[src/rtl/tce_batch_pkg.sv]
package tce_batch_pkg;
  localparam int STAT_W      = 8;
  localparam int ENTRY_BYTES = 8;
  localparam int ENTRY_W     = 8 * ENTRY_BYTES;

  localparam logic [STAT_W-1:0] STAT_OK    = 8'h00;
  localparam logic [STAT_W-1:0] STAT_PARAM = 8'h04;

  typedef enum logic [2:0] {
    ST_IDLE,
    ST_CHECK,
    ST_FETCH,
    ST_WRITE,
    ST_DONE
  } eng_state_t;

  typedef enum logic {
    OP_FILL     = 1'b0,
    OP_INDIRECT = 1'b1
  } op_kind_t;
endpackage

[src/rtl/tce_arg_check.sv]
module tce_arg_check #(
  parameter int NPG_W      = 16,
  parameter int ENT_W      = 32,
  parameter int IND_MAX    = 512,
  parameter int ALIGN_BITS = 12
) (
  input  logic                  table_ok,
  input  logic                  indirect,
  input  logic [NPG_W-1:0]      npages,
  input  logic [ENT_W-1:0]      table_entries,
  input  logic [ALIGN_BITS-1:0] list_low,
  output logic                  reject
);
  localparam int CMP_W = (NPG_W > ENT_W) ? NPG_W : ENT_W;
  localparam int CW    = (CMP_W > 32) ? CMP_W : 32;

  logic fill_bad;
  logic list_bad;
  logic zero_cnt;

  always_comb begin
    fill_bad = CW'(npages) > CW'(table_entries);
    list_bad = (CW'(npages) > CW'(IND_MAX)) || (list_low != '0);
    zero_cnt = (npages == '0);
    reject   = !table_ok || (indirect ? list_bad : fill_bad) || zero_cnt;
  end
endmodule

[src/rtl/tce_byte_swap.sv]
module tce_byte_swap #(
  parameter int BYTES = 8
) (
  input  logic [8*BYTES-1:0] din,
  output logic [8*BYTES-1:0] dout
);
  for (genvar b = 0; b < BYTES; b++) begin : g_lane
    assign dout[8*b +: 8] = din[8*(BYTES-1-b) +: 8];
  end
endmodule

[src/rtl/tce_page_walker.sv]
module tce_page_walker #(
  parameter int ADDR_W  = 48,
  parameter int SHIFT_W = 6,
  parameter int STEP    = 8
) (
  input  logic               clk,
  input  logic               rst_n,
  input  logic               load,
  input  logic [ADDR_W-1:0]  start_addr,
  input  logic [SHIFT_W-1:0] page_shift,
  input  logic [ADDR_W-1:0]  list_base,
  input  logic               advance,
  output logic [ADDR_W-1:0]  page_addr,
  output logic [ADDR_W-1:0]  list_addr
);
  logic [SHIFT_W-1:0] shift_q;
  logic [ADDR_W-1:0]  page_q;
  logic [ADDR_W-1:0]  list_q;
  logic [ADDR_W-1:0]  size_in;
  logic [ADDR_W-1:0]  stride;
  logic [ADDR_W-1:0]  page_d;
  logic [ADDR_W-1:0]  list_d;
  logic               en;

  always_comb begin
    size_in = ADDR_W'(1) << page_shift;
    stride  = ADDR_W'(1) << shift_q;
    en      = load || advance;
    if (load) begin
      page_d = start_addr & ~(size_in - ADDR_W'(1));
      list_d = list_base;
    end else begin
      page_d = page_q + stride;
      list_d = list_q + ADDR_W'(STEP);
    end
  end

  always_ff @(posedge clk or negedge rst_n) begin
    if (!rst_n) begin
      shift_q <= '0;
      page_q  <= '0;
      list_q  <= '0;
    end else if (en) begin
      if (load) shift_q <= page_shift;
      page_q <= page_d;
      list_q <= list_d;
    end
  end

  assign page_addr = page_q;
  assign list_addr = list_q;
endmodule

[src/rtl/tce_batch_engine.sv]
module tce_batch_engine
  import tce_batch_pkg::*;
#(
  parameter int ADDR_W     = 48,
  parameter int NPG_W      = 16,
  parameter int ENT_W      = 32,
  parameter int SHIFT_W    = 6,
  parameter int IND_MAX    = 512,
  parameter int ALIGN_BITS = 12
) (
  input  logic               clk,
  input  logic               rst_n,
  input  logic               cmd_valid,
  output logic               cmd_ready,
  input  logic               cmd_kind,
  input  logic               cmd_table_ok,
  input  logic [ADDR_W-1:0]  cmd_ioba,
  input  logic [63:0]        cmd_arg,
  input  logic [NPG_W-1:0]   cmd_npages,
  input  logic [SHIFT_W-1:0] cfg_page_shift,
  input  logic [ENT_W-1:0]   cfg_table_entries,
  output logic               mem_req,
  output logic [ADDR_W-1:0]  mem_addr,
  input  logic               mem_rvalid,
  input  logic [63:0]        mem_rdata,
  output logic               wr_req,
  output logic [ADDR_W-1:0]  wr_addr,
  output logic [63:0]        wr_data,
  input  logic               wr_ack,
  input  logic [7:0]         wr_status,
  output logic               done,
  output logic [7:0]         done_status,
  output logic [NPG_W-1:0]   done_index
);
  eng_state_t         state_q, state_d;
  op_kind_t           kind_q;
  logic               tbl_ok_q;
  logic [NPG_W-1:0]   npg_q;
  logic [ENTRY_W-1:0] arg_q;
  logic [NPG_W-1:0]   cnt_q;
  logic [ENTRY_W-1:0] data_q, data_d;
  logic [STAT_W-1:0]  stat_q, stat_d;
  logic               data_en, stat_en;

  logic               accept;
  logic               reject;
  logic               wr_done;
  logic               wr_good;
  logic               last;
  logic [ENTRY_W-1:0] swapped;

  tce_arg_check #(
    .NPG_W(NPG_W), .ENT_W(ENT_W), .IND_MAX(IND_MAX), .ALIGN_BITS(ALIGN_BITS)
  ) u_check (
    .table_ok      (tbl_ok_q),
    .indirect      (kind_q == OP_INDIRECT),
    .npages        (npg_q),
    .table_entries (cfg_table_entries),
    .list_low      (arg_q[ALIGN_BITS-1:0]),
    .reject        (reject)
  );

  tce_page_walker #(
    .ADDR_W(ADDR_W), .SHIFT_W(SHIFT_W), .STEP(ENTRY_BYTES)
  ) u_walk (
    .clk        (clk),
    .rst_n      (rst_n),
    .load       (accept),
    .start_addr (cmd_ioba),
    .page_shift (cfg_page_shift),
    .list_base  (cmd_arg[ADDR_W-1:0]),
    .advance    (wr_good),
    .page_addr  (wr_addr),
    .list_addr  (mem_addr)
  );

  tce_byte_swap #(.BYTES(ENTRY_BYTES)) u_swap (
    .din  (mem_rdata),
    .dout (swapped)
  );

  always_comb begin
    accept  = (state_q == ST_IDLE) && cmd_valid;
    wr_done = (state_q == ST_WRITE) && wr_ack;
    wr_good = wr_done && (wr_status == STAT_OK);
    last    = (cnt_q + NPG_W'(1)) == npg_q;
  end

  always_comb begin
    state_d = state_q;
    unique case (state_q)
      ST_IDLE:  if (cmd_valid) state_d = ST_CHECK;
      ST_CHECK: begin
        if (reject)                     state_d = ST_DONE;
        else if (kind_q == OP_INDIRECT) state_d = ST_FETCH;
        else                            state_d = ST_WRITE;
      end
      ST_FETCH: if (mem_rvalid) state_d = ST_WRITE;
      ST_WRITE: begin
        if (wr_done) begin
          if (!wr_good || last)           state_d = ST_DONE;
          else if (kind_q == OP_INDIRECT) state_d = ST_FETCH;
          else                            state_d = ST_WRITE;
        end
      end
      ST_DONE:  state_d = ST_IDLE;
      default:  state_d = ST_IDLE;
    endcase
  end

  always_comb begin
    data_en = 1'b0;
    data_d  = data_q;
    if (state_q == ST_CHECK) begin
      data_en = 1'b1;
      data_d  = arg_q;
    end else if (state_q == ST_FETCH && mem_rvalid) begin
      data_en = 1'b1;
      data_d  = swapped;
    end
    stat_en = 1'b0;
    stat_d  = stat_q;
    if (state_q == ST_CHECK) begin
      stat_en = 1'b1;
      stat_d  = reject ? STAT_PARAM : STAT_OK;
    end else if (wr_done && !wr_good) begin
      stat_en = 1'b1;
      stat_d  = wr_status;
    end
  end

  always_ff @(posedge clk or negedge rst_n) begin
    if (!rst_n) begin
      state_q  <= ST_IDLE;
      kind_q   <= OP_FILL;
      tbl_ok_q <= 1'b0;
      npg_q    <= '0;
      arg_q    <= '0;
      cnt_q    <= '0;
      data_q   <= '0;
      stat_q   <= STAT_OK;
    end else begin
      state_q <= state_d;
      if (accept) begin
        kind_q   <= op_kind_t'(cmd_kind);
        tbl_ok_q <= cmd_table_ok;
        npg_q    <= cmd_npages;
        arg_q    <= cmd_arg;
      end
      if (accept)       cnt_q <= '0;
      else if (wr_good) cnt_q <= cnt_q + NPG_W'(1);
      if (data_en) data_q <= data_d;
      if (stat_en) stat_q <= stat_d;
    end
  end

  assign cmd_ready   = (state_q == ST_IDLE);
  assign mem_req     = (state_q == ST_FETCH);
  assign wr_req      = (state_q == ST_WRITE);
  assign wr_data     = data_q;
  assign done        = (state_q == ST_DONE);
  assign done_status = stat_q;
  assign done_index  = (cnt_q == '0) ? '0 : cnt_q - NPG_W'(1);
endmodule

[config.mk]
export PLATFORM = sky130hd
export DESIGN_NAME = tce_batch_engine
export DESIGN_NICKNAME = d
export VERILOG_FILES = /design/src/rtl/tce_batch_pkg.sv /design/src/rtl/tce_arg_check.sv /design/src/rtl/tce_byte_swap.sv /design/src/rtl/tce_page_walker.sv /design/src/rtl/tce_batch_engine.sv
export SDC_FILE = /design/constraint.sdc
export NUM_CORES = 1
export LEC_CHECK = 0
export ABC_AREA = 0
export BUFFER_PORTS_ARGS = -buffer_cell sky130_fd_sc_hd__buf_2
export CAP_MARGIN = 20
export CELL_PAD_IN_SITES_DETAIL_PLACEMENT = 1
export CELL_PAD_IN_SITES_GLOBAL_PLACEMENT = 1
export CORE_ASPECT_RATIO = 1.25
export CORE_MARGIN = 2
export CORE_UTILIZATION = 43
export DETAILED_ROUTE_END_ITERATION = 8
export GPL_ROUTABILITY_DRIVEN = 1
export PLACE_DENSITY = 0.85
export SLEW_MARGIN = 5
export SYNTH_ARGS = -nofsm -noshare
export SYNTH_HDL_FRONTEND = slang
export SYNTH_SLANG_ARGS = --single-unit
[constraint.sdc]
create_clock -name clk -period 5.6 [get_ports clk]
set_input_delay 0.28 -clock clk [delete_from_list [all_inputs] [get_ports clk]]
set_output_delay 0.28 -clock clk [all_outputs]
set_load 0.01 [all_outputs]
==> results.yml, run 1 <==
global_routing:
  global_route.usage.met2: 0.630
  busiest_layer: "met2"
  met3_usage: 0.0698
  globalRouteOverflowTotal: 0
  grt_pass1_wl_mm: 119
  grt_pass1_vias: 20200
  gr-usage-met1: 0.409
  grt.total_usage: 0.362
  grt_max_degree: 139
  initial_antenna_violation_count: 6
synth:
  ys_seq_area_frac: 0.398
  synth_edf_count: 0
  synth-warning-count: 0
  synth_fp_nets: 2434
  postSynthCellCount: 2121
  synth-seq-cells: 275
  async_flop_share: 1.00
  syn-cell-area_sq_um: 17300
  syn_avg_cell_area_sq_um: 8.16
  synthFlopType: "dfrtp_1"
  synthDistinctLibCells: 81
floorplan:
  floorplan.io_pins: 433
  fp.dieH_um: 228
  initial_utilization: 0.434
  die-width_um: 183
  floorplan.rows: 82
  die_area_sq_um: 41900
  core_area_sq_um: 39900
clocking:
  clock-sinks: 275
  cts_root_buffer: "clkbuf_16"
  cts_tree: "yes"
  ctsHtreeMaxLevel: 1
  insertion_delay_ns: 0.57
  clockBufferDepth: 3
  number_of_setup_buffers_added_after_cts: 0
  post_cts_resized: 0
  clkSlewWorstSetupHoldPaths_ns: 0.07
  cts_made_buffers: 29
worst_setup_path:
  critical_path.reg2reg.startpoint: "u_walk.shift_q[2]"
  startpoint: "u_walk.shift_q[2]"
  worstPathArrival_ns: 4.57
  critical_path_class: "reg -> reg"
  crit_path_start_kind: "flip-flop"
  max_fo_critical_path: 9
  setup.worst_path.end_class: "flip-flop"
  cp_data_required_time_ns: 6.04
placement:
  dp.final_hpwl_mm: 51.7
  gp_congestion: 0.970
  io_buffer_count: 432
power_and_ir_drop:
  power.switching_fraction: 0.471
  share_seq_of_total_power: 0.351
  power.combinational.fraction: 0.464
  leakagePower_nw: 10.7
  power.internal_mw: 5.89
  clkPwrFrac: 0.186
  power.net_switching_mw: 5.23
  power.density_cell_area_nw_per_um2: 513
  ir_drop_mv: 0.232
drt:
  routed_wirelength_mm: 78.5
  post_drt_via_cell_ratio: 6.11
  firstDrtPassIters: 5
  antenna_left: 0
  initialDrtViolationCount: 1211
  wl_per_cell_um: 25.5
  dr_total_vias: 18800
  route.detailed.drc: 0
timing:
  timing_hold_violations_final: 0
  timing.final.crit_share: 0.736
  skew_ns: 0.0220
  slew_violations: 0
  max_transition_margin: 0.273
  fin_crit_ns: 4.12
  setup-tns-final_ns: 0
  grt_setup_unrepaired: "no"
  setup_viol_count_final: 0
  timing.hold.ws_ns: 0.0160
  timing_worst_slew_pin_value_ns: 1.09
  fmaxAchievable_mhz: 243
hold_path:
  holdCritPathClass: "in -> reg"
  holdCritStartpoint: "cmd_arg[8]"
cells_and_area:
  p_r_area_growth_vs_syn_pct: 25.3
  layout-drive-gt1-share: 0.207
  final_net_count: 2867
status:
  run_status: "finished, final reports clean"
job:
  cap_viol_max_count: 0
## synthesized netlist by cell type, drive strengths merged, types with 5 or more instances
| library cell | number | area share |
|---|---|---|
| and2 | 14 | 0.0051 |
| nand3 | 80 | 0.023 |
| o211ai | 22 | 0.0095 |
| nor2b | 15 | 0.0054 |
| o21bai | 9 | 0.0039 |
| or4 | 6 | 0.0026 |
| nor4 | 26 | 0.012 |
| buf | 30 | 0.0080 |
| nand4 | 29 | 0.011 |
| nand2b | 6 | 0.0022 |
| xor2 | 33 | 0.017 |
| a21o | 33 | 0.014 |
| a211oi | 14 | 0.0064 |
| dfrtp | 275 | 0.40 |
| nor2 | 182 | 0.040 |
| mux2i | 74 | 0.043 |
| a21oi | 121 | 0.035 |
| nor3b | 5 | 0.0022 |
| or2 | 6 | 0.0023 |
| or3b | 5 | 0.0025 |
| o311ai | 14 | 0.0071 |
| o31ai | 17 | 0.0077 |
| o211a | 8 | 0.0046 |
| nand3b | 7 | 0.0030 |
| o21a | 15 | 0.0065 |
| a21boi | 5 | 0.0022 |
| inv | 34 | 0.0074 |
| and3 | 28 | 0.010 |
| xnor2 | 49 | 0.025 |
| clkbuf | 112 | 0.025 |
| nor3 | 29 | 0.0093 |
| or3 | 5 | 0.0018 |
| o21ai | 196 | 0.057 |
| o2111ai | 6 | 0.0030 |
| o22ai | 6 | 0.0022 |
| nand2 | 461 | 0.10 |
| ha | 67 | 0.048 |
| a31oi | 25 | 0.0094 |
## layer usage
layer  vias to the layer above  wire length, um
li1                       8338                -
met2                       853            38400
met5                         -               30
met1                      9350            29300
met4                         4             5240
met3                       287             5490
## layout make-up
type,instances,area (sq um)
clock inverters,10,138
repair buffers,544,3270
well taps,504,631
clock buffers,41,851
multi-input cells,1670,9780
inverters,34,128
fillers,4795,18200
diodes,4,10.0
flip-flops and latches,275,6880
## stage by stage
stage	power, mW	utilization	cells	instance area (sq um)	setup WS, ns
global placement	8.32	0.494	2928	19700	1.71
detailed placement	8.58	0.494	2928	19700	1.52
global route	11.7	0.543	3082	21700	1.14
finish	11.1	0.543	3082	21700	1.48
floorplan	6.59	-	2121	17300	2.02
CTS	10.8	0.542	3075	21600	1.51
## power groups by stage
| stage | registers [mW] | logic (mW) | clock network [mW] |
|---|---|---|---|
| 5_1_grt | 3.98 | 5.59 | 2.16 |
| 6_report | 3.90 | 5.15 | 2.07 |
| 3_5_place_dp | 3.80 | 4.78 | 0 |
| 2_1_floorplan | 3.75 | 2.84 | 0 |
| 4_1_cts | 3.79 | 4.91 | 2.07 |
| 3_3_place_gp | 3.74 | 4.58 | 0 |
## sequential cells by signal (all words and copies together) (netlist names)
register and count:
state_q 3, u_walk.page_addr 48, cnt_q 16, u_walk.list_addr 48, tbl_ok_q 1, wr_data 64
arg_q 64, kind_q 1, u_walk.shift_q 6, done_status 8, npg_q 16
## worst max-delay path, stage by stage, from the launching register on
cell and delay (ns):
dfrtp_1 0.46, or3b_2 0.58, or2_2 0.34, fa_1 0.41
nor2b_1 0.22, o2111ai_1 0.19, a21oi_1 0.20, o21a_1 0.28
a31oi_2 0.20, o21a_1 0.26, a2bb2oi_2 0.21, o21a_1 0.25
xor2_1 0.15, a221oi_1 0.26
## placed cells by master, fill, tap and decap left out, types with 24 or more instances in the layout
master / instances
xnor2_1: 49
a31oi_1: 24
a21oi_1: 120
nor3_1: 27
nand4_1: 28
clkbuf_16: 29
o21ai_0: 194
nor2_1: 180
mux2i_1: 74
nand3_1: 78
nand2_1: 460
xor2_1: 33
inv_1: 34
dlygate4sd3_1: 97
buf_2: 432
dfrtp_1: 275
ha_1: 67
a21o_1: 33
and3_1: 26
## cell families (layout without fill, tap and decap cells)
kind of cell | count (synthesis) | in the layout | synth area share
buffers and inverters | 176 | 629 | 0.0403
DFF | 275 | 275 | 0.398
AOI/OAI and AO/OA | 531 | 531 | 0.190
and+or+nand+nor | 912 | 912 | 0.236
xor gates and xnor gates | 82 | 82 | 0.0415
muxes | 77 | 77 | 0.0448
other | 0 | 4 | 0
adders and majority gates | 68 | 68 | 0.0496
## final timing paths
kind | depth (start not counted) | endpoint | slack, ns
hold reg to reg | 2 | wr_data[39] | 0.49
hold / removal | 3 | arg_q[8] | 0.02
min in group asynchronous | 2 | arg_q[41] | 0.32
max in group asynchronous | 3 | u_walk.page_addr[30] | 3.92
setup reg to reg | 13 | u_walk.page_addr[42] | 1.48
setup / recovery | 13 | u_walk.page_addr[42] | 1.48
## repair_timing
| action | in CTS | in global routing |
|---|---|---|
| endpoints found under the setup margin | 0 | 0 |
| hold endpoints to repair | 195 | 1 |
| hold buffers | 96 | 1 |
No activity file was read; power rests on OpenSTA's default activity.
==> inputs of run 2 (changes only) <==
- CORE_UTILIZATION: 43 -> 36
- PLACE_DENSITY: 0.85 -> 0.76
- clock period: 5.6 -> 3.4 ns (I/O delays scaled with it)
==> results.yml, run 2 (synthesis gave the netlist of run 1 again) <==
status:
  run_status: "finished, violations left"
  failing_checks: "setup timing"
worst_setup_path:
  timing.critical_path.buf_inv: 1
  worst_reg2reg_path_depth: 15
  cp_data_required_time_ns: 3.87
  critical-path-top-delay-family: "compound AO/OA/AOI/OAI gates"
  critical_path.most_common_cell: "o21a_1"
  critical-path-slowest-cell: "or3_4"
  timing.reg2reg.setup_slack_ns: -0.14
  worstPathArrival_ns: 4.00
  setup.worst_path.end_class: "flip-flop"
  critical_path_class: "reg -> reg"
  critical-path-max-stage-delay_ns: 0.44
  worstPathCellList: "or3_4 > nor2_4 > ha_4 > inv_2 > fa_2 > nor2b_4 > o2111ai_4 > a21oi_2 > o21a_1 > a31oi_4 > o21a_1 > a2bb2oi_4 > o21a_1 > xor2_1 > a221oi_1"
  max_fo_critical_path: 6
  crit_path_start_kind: "flip-flop"
  critical_path.reg2reg.startpoint: "u_walk.shift_q[2]"
  rr_endpoint: "u_walk.page_addr[42]"
cells_and_area:
  layout-drive-gt1-share: 0.275
  ff_latch_area_sq_um: 6890
  layout.cells.most_common_list: "458 x nand2_1, 431 x buf_2, 272 x dfrtp_1, 192 x dlygate4sd3_1"
  final.fill_count: 5613
  final_common_cell: "nand2_1"
  finish.instance_area_sq_um: 24700
  p_r_area_growth_vs_syn_pct: 42.8
  area_taken_by_multi_input_logic_gates_sq_um: 10300
  final_net_count: 3135
job:
  cap_viol_max_count: 0
floorplan:
  fp.dieH_um: 249
  die_area_sq_um: 49900
  floorplan.io_pins: 433
  floorplan.rows: 89
  core_area_sq_um: 47300
  die-width_um: 200
  initial_utilization: 0.366
clocking:
  cts_tree: "yes"
  insertion_delay_ns: 0.58
  clkSlewWorstSetupHoldPaths_ns: 0.07
  cts_made_buffers: 28
  clock-sinks: 275
  ctsHtreeMaxLevel: 1
  cts_root_buffer: "clkbuf_16"
  clockBufferDepth: 3
timing:
  slew_violations: 0
  timing.final.crit_share: 1.04
  timing_worst_slew_pin_value_ns: 1.10
  max_transition_margin: 0.262
  timing.final.ws_setup_ns: -0.136
  fmaxAchievable_mhz: 283
  grt_setup_unrepaired: "yes"
  timing_hold_violations_final: 0
  setup_viol_count_final: 7
  fin_crit_ns: 3.54
  skew_ns: 0.0254
hold_path:
  holdCritStartpoint: "cmd_ioba[37]"
  worstHoldEndpoint: "u_walk.page_addr[37]"
  worstHoldPathCells: 4
  holdCritPathClass: "in -> reg"
placement:
  post-place-ws_ns: -0.365
  gp_congestion: 0.955
  placedInstanceArea_sq_um: 21100
  io_buffer_count: 432
  dp.final_hpwl_mm: 56.8
global_routing:
  grt.total_usage: 0.323
  globalRouteOverflowTotal: 0
  grt_max_degree: 129
  grt_pass1_wl_mm: 127
  initial_antenna_violation_count: 3
  grt_pass1_vias: 21400
power_and_ir_drop:
  ir_drop_mv: 0.480
  total_design_power_mw: 19.6
  leakagePower_nw: 12.0
  power.density_cell_area_nw_per_um2: 794
drt:
  wl_per_cell_um: 24.4
  firstDrtPassIters: 5
  initialDrtViolationCount: 1172
  dr_total_vias: 19800
  antenna_left: 0
  route.detailed.drc: 0
  routed_wirelength_mm: 85.0
  post_drt_via_cell_ratio: 5.68
run 2: cell types whose count changed in the layout (fill, tap and decap cells not counted), moves of 12 or more:
cell | before | now
buf_4 | 12 | 179
dlygate4sd3_1 | 97 | 192
o21ai_0 | 194 | 179
a21oi_1 | 120 | 107
nor2_1 | 180 | 167
a21oi_2 | 0 | 12
run 2: routing by layer:
metal	share of wire	routed length, um	global-route usage	vias up
li1	-	-	-	8859
met1	0.38	32500	0.371	9888
met2	0.51	43500	0.587	777
met3	0.047	3980	0.0353	251
met4	0.059	4980	0.172	0
met5	0	0	0	-
run 2: how the worst max path moves through the flow:
stage / startpoint / to / slack [ns] / cells past startpoint
floorplan: u_walk.shift_q[3] / u_walk.page_addr[42] / -0.004 / 17
global placement: u_walk.shift_q[2] / u_walk.page_addr[41] / -0.14 / 15
detailed placement: u_walk.shift_q[2] / u_walk.page_addr[41] / -0.36 / 15
CTS: u_walk.shift_q[2] / u_walk.page_addr[42] / -0.13 / 15
global route: u_walk.shift_q[0] / u_walk.page_addr[42] / -0.23 / 15
finish: u_walk.shift_q[2] / u_walk.page_addr[42] / -0.14 / 15
run 2: timing repair:
item	4_1_cts	5_1_grt
hold buffers	192	0
setup endpoints to repair	24	44
gates resized for setup	40	75
endpoints found under the hold margin	328	0
setup buffers	13	17
pin swaps	21	57
run 2: per-stage QoR:
| step | hold slack (ns) | TNS (ns) | cells | utilization |
|---|---|---|---|---|
| finish | 0.0332 | -0.585 | 3481 | 0.522 |
| global route | 0.0118 | -2.29 | 3481 | 0.522 |
| CTS | 0.00528 | -0.637 | 3463 | 0.512 |
| detailed placement | 0.262 | -3.31 | 3210 | 0.445 |
| global placement | 0.254 | -0.854 | 3210 | 0.445 |
| floorplan | -0.126 | -0.00399 | 2121 | - |
run 2: power by group:
group / total, mW / internal (mW) / switching, mW
sequential: 6.39 / 4.75 / 1.64
combinational: 9.77 / 3.77 / 6.01
clock: 3.46 / 2.01 / 1.45
total: 19.6 / 10.5 / 9.10
run 2: worst min-delay path: stages:
cell	delay (ns)
buf_2	0.07
nor3b_1	0.18
a31oi_1	0.06
o21ai_0	0.07
run 2: final cells by class:
type,count,share of cell area
Inverter,34,0.00527
Tap cell,637,0.0323
Antenna cell,3,0.000304
Clock inverter,7,0.00572
Timing Repair Buffer,813,0.227
Multi-Input combinational cell,1670,0.416
Clock buffer,42,0.0342
Sequential cell,275,0.279
